`config.mk`:
```
export PLATFORM = sky130hd
export DESIGN_NAME = sram_seq_ctrl
export DESIGN_NICKNAME = d
export VERILOG_FILES = /design/src/rtl/sram_seq_pkg.sv /design/src/rtl/span_timer.sv /design/src/rtl/byte_capture.sv /design/src/rtl/sram_seq_ctrl.sv
export SDC_FILE = /design/constraint.sdc
export NUM_CORES = 1
export LEC_CHECK = 0
export ABC_CLOCK_PERIOD_IN_PS = 2470
export CORE_ASPECT_RATIO = 1.75
export CORE_UTILIZATION = 35
export DETAILED_ROUTE_END_ITERATION = 12
export DONT_BUFFER_PORTS = 1
export HOLD_SLACK_MARGIN = 0.05
export MAX_ROUTING_LAYER = met4
export PLACE_DENSITY = 0.54
export SLEW_MARGIN = 40
export SYNTH_ARGS = -nofsm -noshare
export SYNTH_HDL_FRONTEND = slang
export SYNTH_HIERARCHICAL = 1
export SYNTH_SLANG_ARGS = --single-unit
```
`constraint.sdc`:
```
create_clock -name clk -period 2.47 [get_ports clk]
set_clock_uncertainty 0.1 [all_clocks]
set_input_delay 0.3705 -clock clk [delete_from_list [all_inputs] [get_ports clk]]
set_output_delay 0.3705 -clock clk [all_outputs]
set_load 0.01 [all_outputs]
```
`src/rtl/sram_seq_pkg.sv`:
```
package sram_seq_pkg;

    typedef enum logic [2:0] {
        ST_IDLE,
        ST_WSET,
        ST_WPUL,
        ST_WREC,
        ST_RTRN,
        ST_RACC,
        ST_RFIN
    } seq_state_t;

    function automatic int unsigned max4(int unsigned a, int unsigned b,
                                         int unsigned c, int unsigned d);
        int unsigned m;
        m = a;
        if (b > m) m = b;
        if (c > m) m = c;
        if (d > m) m = d;
        return m;
    endfunction

endpackage

```
`src/rtl/span_timer.sv`:
```
module span_timer #(
    parameter int unsigned TW = 2
) (
    input  logic          clk,
    input  logic          rst_n,
    input  logic          load,
    input  logic [TW-1:0] load_val,
    output logic          last
);
    logic [TW-1:0] cnt_q;

    always_ff @(posedge clk or negedge rst_n) begin
        if (!rst_n)
            cnt_q <= '0;
        else if (load)
            cnt_q <= load_val;
        else if (cnt_q != '0)
            cnt_q <= cnt_q - 1'b1;
    end

    assign last = (cnt_q == '0);

endmodule

```
`src/rtl/byte_capture.sv`:
```
module byte_capture #(
    parameter int unsigned DW = 8
) (
    input  logic          clk,
    input  logic          rst_n,
    input  logic          en,
    input  logic [DW-1:0] d,
    output logic [DW-1:0] q
);
    always_ff @(posedge clk or negedge rst_n) begin
        if (!rst_n)
            q <= '0;
        else if (en)
            q <= d;
    end
endmodule

```
`src/rtl/sram_seq_ctrl.sv`:
```
module sram_seq_ctrl
    import sram_seq_pkg::*;
#(
    parameter int unsigned AW         = 17,
    parameter int unsigned DW         = 8,
    parameter int unsigned SETUP_CYC  = 1,
    parameter int unsigned WPULSE_CYC = 2,
    parameter int unsigned TURN_CYC   = 1,
    parameter int unsigned ACCESS_CYC = 3
) (
    input  logic          clk,
    input  logic          rst_n,
    input  logic          req,
    input  logic          wr,
    input  logic [AW-1:0] addr,
    input  logic [DW-1:0] wdata,
    output logic [DW-1:0] rdata,
    output logic          done,
    output logic [AW-1:0] mem_addr,
    output logic          mem_sel_n,
    output logic          mem_sel,
    output logic          mem_we_n,
    output logic          mem_oe_n,
    output logic [DW-1:0] dq_out,
    input  logic [DW-1:0] dq_in,
    output logic          dq_oe
);
    localparam int unsigned MAXC = max4(SETUP_CYC, WPULSE_CYC, TURN_CYC, ACCESS_CYC);
    localparam int unsigned TW   = $clog2(MAXC + 1);
    localparam logic [TW-1:0] L_SET = TW'(SETUP_CYC - 1);
    localparam logic [TW-1:0] L_PUL = TW'(WPULSE_CYC - 1);
    localparam logic [TW-1:0] L_TRN = TW'(TURN_CYC - 1);
    localparam logic [TW-1:0] L_ACC = TW'(ACCESS_CYC - 1);

    seq_state_t    state_q, state_d;
    logic          t_load, t_last, capture, accept, sel;
    logic [TW-1:0] t_val;
    logic [AW-1:0] addr_q;
    logic [DW-1:0] wd_q;

    span_timer #(.TW(TW)) u_timer (
        .clk(clk), .rst_n(rst_n), .load(t_load), .load_val(t_val), .last(t_last)
    );

    byte_capture #(.DW(DW)) u_rcap (
        .clk(clk), .rst_n(rst_n), .en(capture), .d(dq_in), .q(rdata)
    );

    assign accept = (state_q == ST_IDLE) && req;

    always_ff @(posedge clk or negedge rst_n) begin
        if (!rst_n) begin
            state_q <= ST_IDLE;
            addr_q  <= '0;
            wd_q    <= '0;
        end else begin
            state_q <= state_d;
            if (accept) begin
                addr_q <= addr;
                wd_q   <= wdata;
            end
        end
    end

    always_comb begin
        state_d = state_q;
        t_load  = 1'b0;
        t_val   = '0;
        capture = 1'b0;
        unique case (state_q)
            ST_IDLE: if (req) begin
                t_load = 1'b1;
                if (wr) begin
                    state_d = ST_WSET;
                    t_val   = L_SET;
                end else begin
                    state_d = ST_RTRN;
                    t_val   = L_TRN;
                end
            end
            ST_WSET: if (t_last) begin
                state_d = ST_WPUL;
                t_load  = 1'b1;
                t_val   = L_PUL;
            end
            ST_WPUL: if (t_last) state_d = ST_WREC;
            ST_WREC: state_d = ST_IDLE;
            ST_RTRN: if (t_last) begin
                state_d = ST_RACC;
                t_load  = 1'b1;
                t_val   = L_ACC;
            end
            ST_RACC: if (t_last) begin
                state_d = ST_RFIN;
                capture = 1'b1;
            end
            ST_RFIN: state_d = ST_IDLE;
            default: state_d = ST_IDLE;
        endcase
    end

    always_comb begin
        sel       = (state_q == ST_WSET) || (state_q == ST_WPUL) || (state_q == ST_WREC)
                 || (state_q == ST_RTRN) || (state_q == ST_RACC);
        mem_sel   = sel;
        mem_sel_n = !sel;
        mem_we_n  = (state_q != ST_WPUL);
        mem_oe_n  = (state_q != ST_RACC);
        dq_oe     = (state_q == ST_WSET) || (state_q == ST_WPUL) || (state_q == ST_WREC);
        done      = (state_q == ST_WREC) || (state_q == ST_RFIN);
        mem_addr  = addr_q;
        dq_out    = wd_q;
    end

    AST_BUS_CLASH:   assert property (@(posedge clk) disable iff (!rst_n) dq_oe |-> (mem_oe_n && mem_sel));
    AST_STROBE_EXCL: assert property (@(posedge clk) disable iff (!rst_n) !(!mem_we_n && !mem_oe_n));
    AST_SEL_PAIR:    assert property (@(posedge clk) disable iff (!rst_n) mem_sel_n == !mem_sel);
    AST_WE_SELECTED: assert property (@(posedge clk) disable iff (!rst_n) !mem_we_n |-> mem_sel);
    AST_ADDR_STABLE: assert property (@(posedge clk) disable iff (!rst_n) (mem_sel && $past(mem_sel)) |-> $stable(mem_addr));
    AST_DONE_PULSE:  assert property (@(posedge clk) disable iff (!rst_n) done |=> !done);
    AST_RDATA_HOLD:  assert property (@(posedge clk) disable iff (!rst_n) (state_q != ST_RFIN) |=> (state_q == ST_RFIN) || $stable(rdata));

endmodule

```
==> flow_metrics.tcl <==
set metrics [dict create \
    final-hold-violation-count 0 \
    synthCells 115 \
    io_buffer_count 0 \
    drc 0 \
    overflow 0 \
    start_util_pct 36.8 \
    crit_slowest_cell "dfrtp_1" \
    period_share_pct 74.5 \
    grt_pass1_wl_mm 4.26 \
    cts.sinks 38 \
    fin_nets 158 \
    critical_path_class "reg -> reg" \
    path_max_fanout 9 \
    max_freq_mhz 543 \
    die-area_um2 4960 \
    area_delta_synth_final_pct 10.6 \
    peakVddDrop_v 0.000598 \
    wl_mm 2.84 \
    fin_ws_ps 629 \
    met3_usage_pct 3.61 \
    hold_class "in -> reg" \
    clock_path_buffers 2 \
    ys_seq_elements 38 \
    final_cell_mix "dfrtp_1, mux2_2, mux2_4" \
    drt-initial-drc-count 7 \
    min_period_ps 1840 \
    postRouteAntennaNets 0 \
    tritoncts "yes" \
    post_dp_cell_area_um2 1670 \
    synth_cell_types 26 \
    antennaDiodeCount 0 \
    vias_per_cell 5.23 \
    max_stage_delay_ps 400 \
    chipWidth_um 53.7 \
    worstPathCellList "inv_1 -> ha_1 -> nand2_1 -> nor3b_2 -> buf_4 -> mux2_4" \
    multi_input_area_um2 628 \
    ys_seq_area_share_pct 58.1 \
    critical_path_arrival_ps 1910 \
    cp.depth 6 \
    clk_pin_slew_worst_paths_ps 70 \
    cp_num_buf_inv 2 \
    finalMaxSlewViolations 0 \
    insertion_delay_ps 280 \
    grt_busiest_layer "met2" \
    fill_cells 419 \
    cts_resized 0 \
    clockRootBuffer "clkbuf_8" \
    final_common_cell "dfrtp_1" \
    dp_hpwl_mm 1.99 \
    pre_cts_ws_ps 637 \
    numCtsBuffers 5 \
    pin_count 76 \
    gr-usage-met1_pct 12.7 \
    critical_path.top_delay_family "flip-flops" \
    syn_avg_cell_area_um2 14.2 \
    core_um2 4440 \
    async_reset_ff_share_pct 100 \
    antenna_found_initial 0 \
    ys_warn_count 6 \
    vias 900 \
    end_kind "flip-flop" \
    synthFlopType "dfrtp_1" \
    grt_setup_unrepaired "no" \
    crit_path_start_kind "flip-flop" \
    power.total_mw 2.68 \
    wl_per_cell_um 16.5 \
    layout-drive-gt1-share_pct 35.5 \
    maxSlewHeadroom_pct 66.4 \
    ctsHtreeMaxLevel 2 \
    die_y_um 92.4 \
    register_area_um2 951 \
    dr.pass1.iters 4 \
    cts_setup_buffers 0 \
    grt_pass1_vias 945 \
    cap_violations 0 \
    finalInstanceArea_um2 1810 \
    netlist_area_um2 1640 \
    worstHoldPathCells 1 \
    setup_tns_ps 0 \
    power-per-cell-area_nw_per_um2 1480 \
    place_congestion 0.736 \
    leakage_nw 0.790 \
    setup_violations 0 \
    met2_usage_pct 19.9 \
    row_count 32 \
    reg2reg_depth 6 \
    syn_nets 153 \
    grt_start_max_net_pins 39 \
    synth_edf_count 0 \
    grt_usage_pct 12.2 \
    status "completed" \
    cp_data_required_time_ps 2540 \
    max_slew.worst_pin.slew_ps 501 \
]
[report_power, final]
group | internal, mW | switching (mW) | leakage [nW]
Sequential | 0.947 | 0.419 | 0.453
Combinational | 0.482 | 0.330 | 0.285
Clock | 0.302 | 0.200 | 0.0524
[cell usage after synthesis (all sizes together), types with 2 or more instances]
master / instances / area share (%)
nand2: 5 / 1.1
o21ai: 3 / 0.92
nor2: 5 / 1.1
xor2: 2 / 1.1
buf: 4 / 2.4
mux2: 33 / 25
inv: 4 / 0.92
nand2b: 2 / 0.76
clkbuf: 2 / 0.46
dfrtp: 38 / 58
and2: 2 / 0.76
nor3: 2 / 0.61
a211oi: 2 / 0.92
nor3b: 2 / 0.92
[layer usage]
metal  wire length (um)  share of wire [%]
met1               1140                 40
met2               1440                 51
met3                179                6.3
met4                 76                2.7
met5                  0                  0
[flip-flops by register name (all words and copies together), names as in the netlist]
| signal | count |
|---|---|
| dq_out | 8 |
| u_rcap/q | 8 |
| mem_addr | 17 |
| state_q | 3 |
| u_timer/cnt_q | 2 |
[worst register-to-register path, cell delays in order, from the launching register on]
cell and delay [ps]:
dfrtp_1 400, inv_1 70, ha_1 320, nand2_1 150, nor3b_2 170, buf_4 210
mux2_4 320
[logic make-up (layout without fill, tap and decap cells)]
family / Yosys count / count (layout) / synth area share, %
buf+inv: 10 / 16 / 3.75
compound gates: 9 / 9 / 3.67
fa+ha+maj: 1 / 1 / 0.765
mux: 33 / 33 / 24.6
flops: 38 / 38 / 58.1
simple gates: 22 / 22 / 8.03
xor+xnor: 2 / 2 / 1.07
[metrics by stage]
step	cells	util, %	hold WS, ps
after global routing	172	40.7	105
after detailed placement	162	37.6	-24.4
after CTS	172	40.7	109
after global placement	162	37.6	-24.3
after floorplan	115	-	-25.1
final	172	40.7	121
[layout make-up]
cell class                 count  share of cell area (%)
multi-input combinational     67                    34.7
timing repair buffer           4                    2.49
clock inverter                 1                    1.66
inverter                       4                   0.830
tap                           51                    3.53
sequential                    38                    52.6
clock buffer                   7                    4.22
[path summary, 6_finish.rpt]
kind	from	end	slack [ps]
max	u_timer/cnt_q[0]	u_rcap/q[2]	630
min	wdata[6]	dq_out[6]	120
max reg2reg	u_timer/cnt_q[0]	u_rcap/q[2]	630
min reg2reg	dq_out[6]	dq_out[6]	470
max in group asynchronous	rst_n	dq_out[3]	1630
min in group asynchronous	rst_n	u_rcap/q[6]	440
[timing repair]
action                                 in CTS  in global routing
endpoints found under the hold margin      38                  0
hold buffers                                2                  0
setup endpoints to repair                   0                  0
Power figures use the tool's default switching activity.
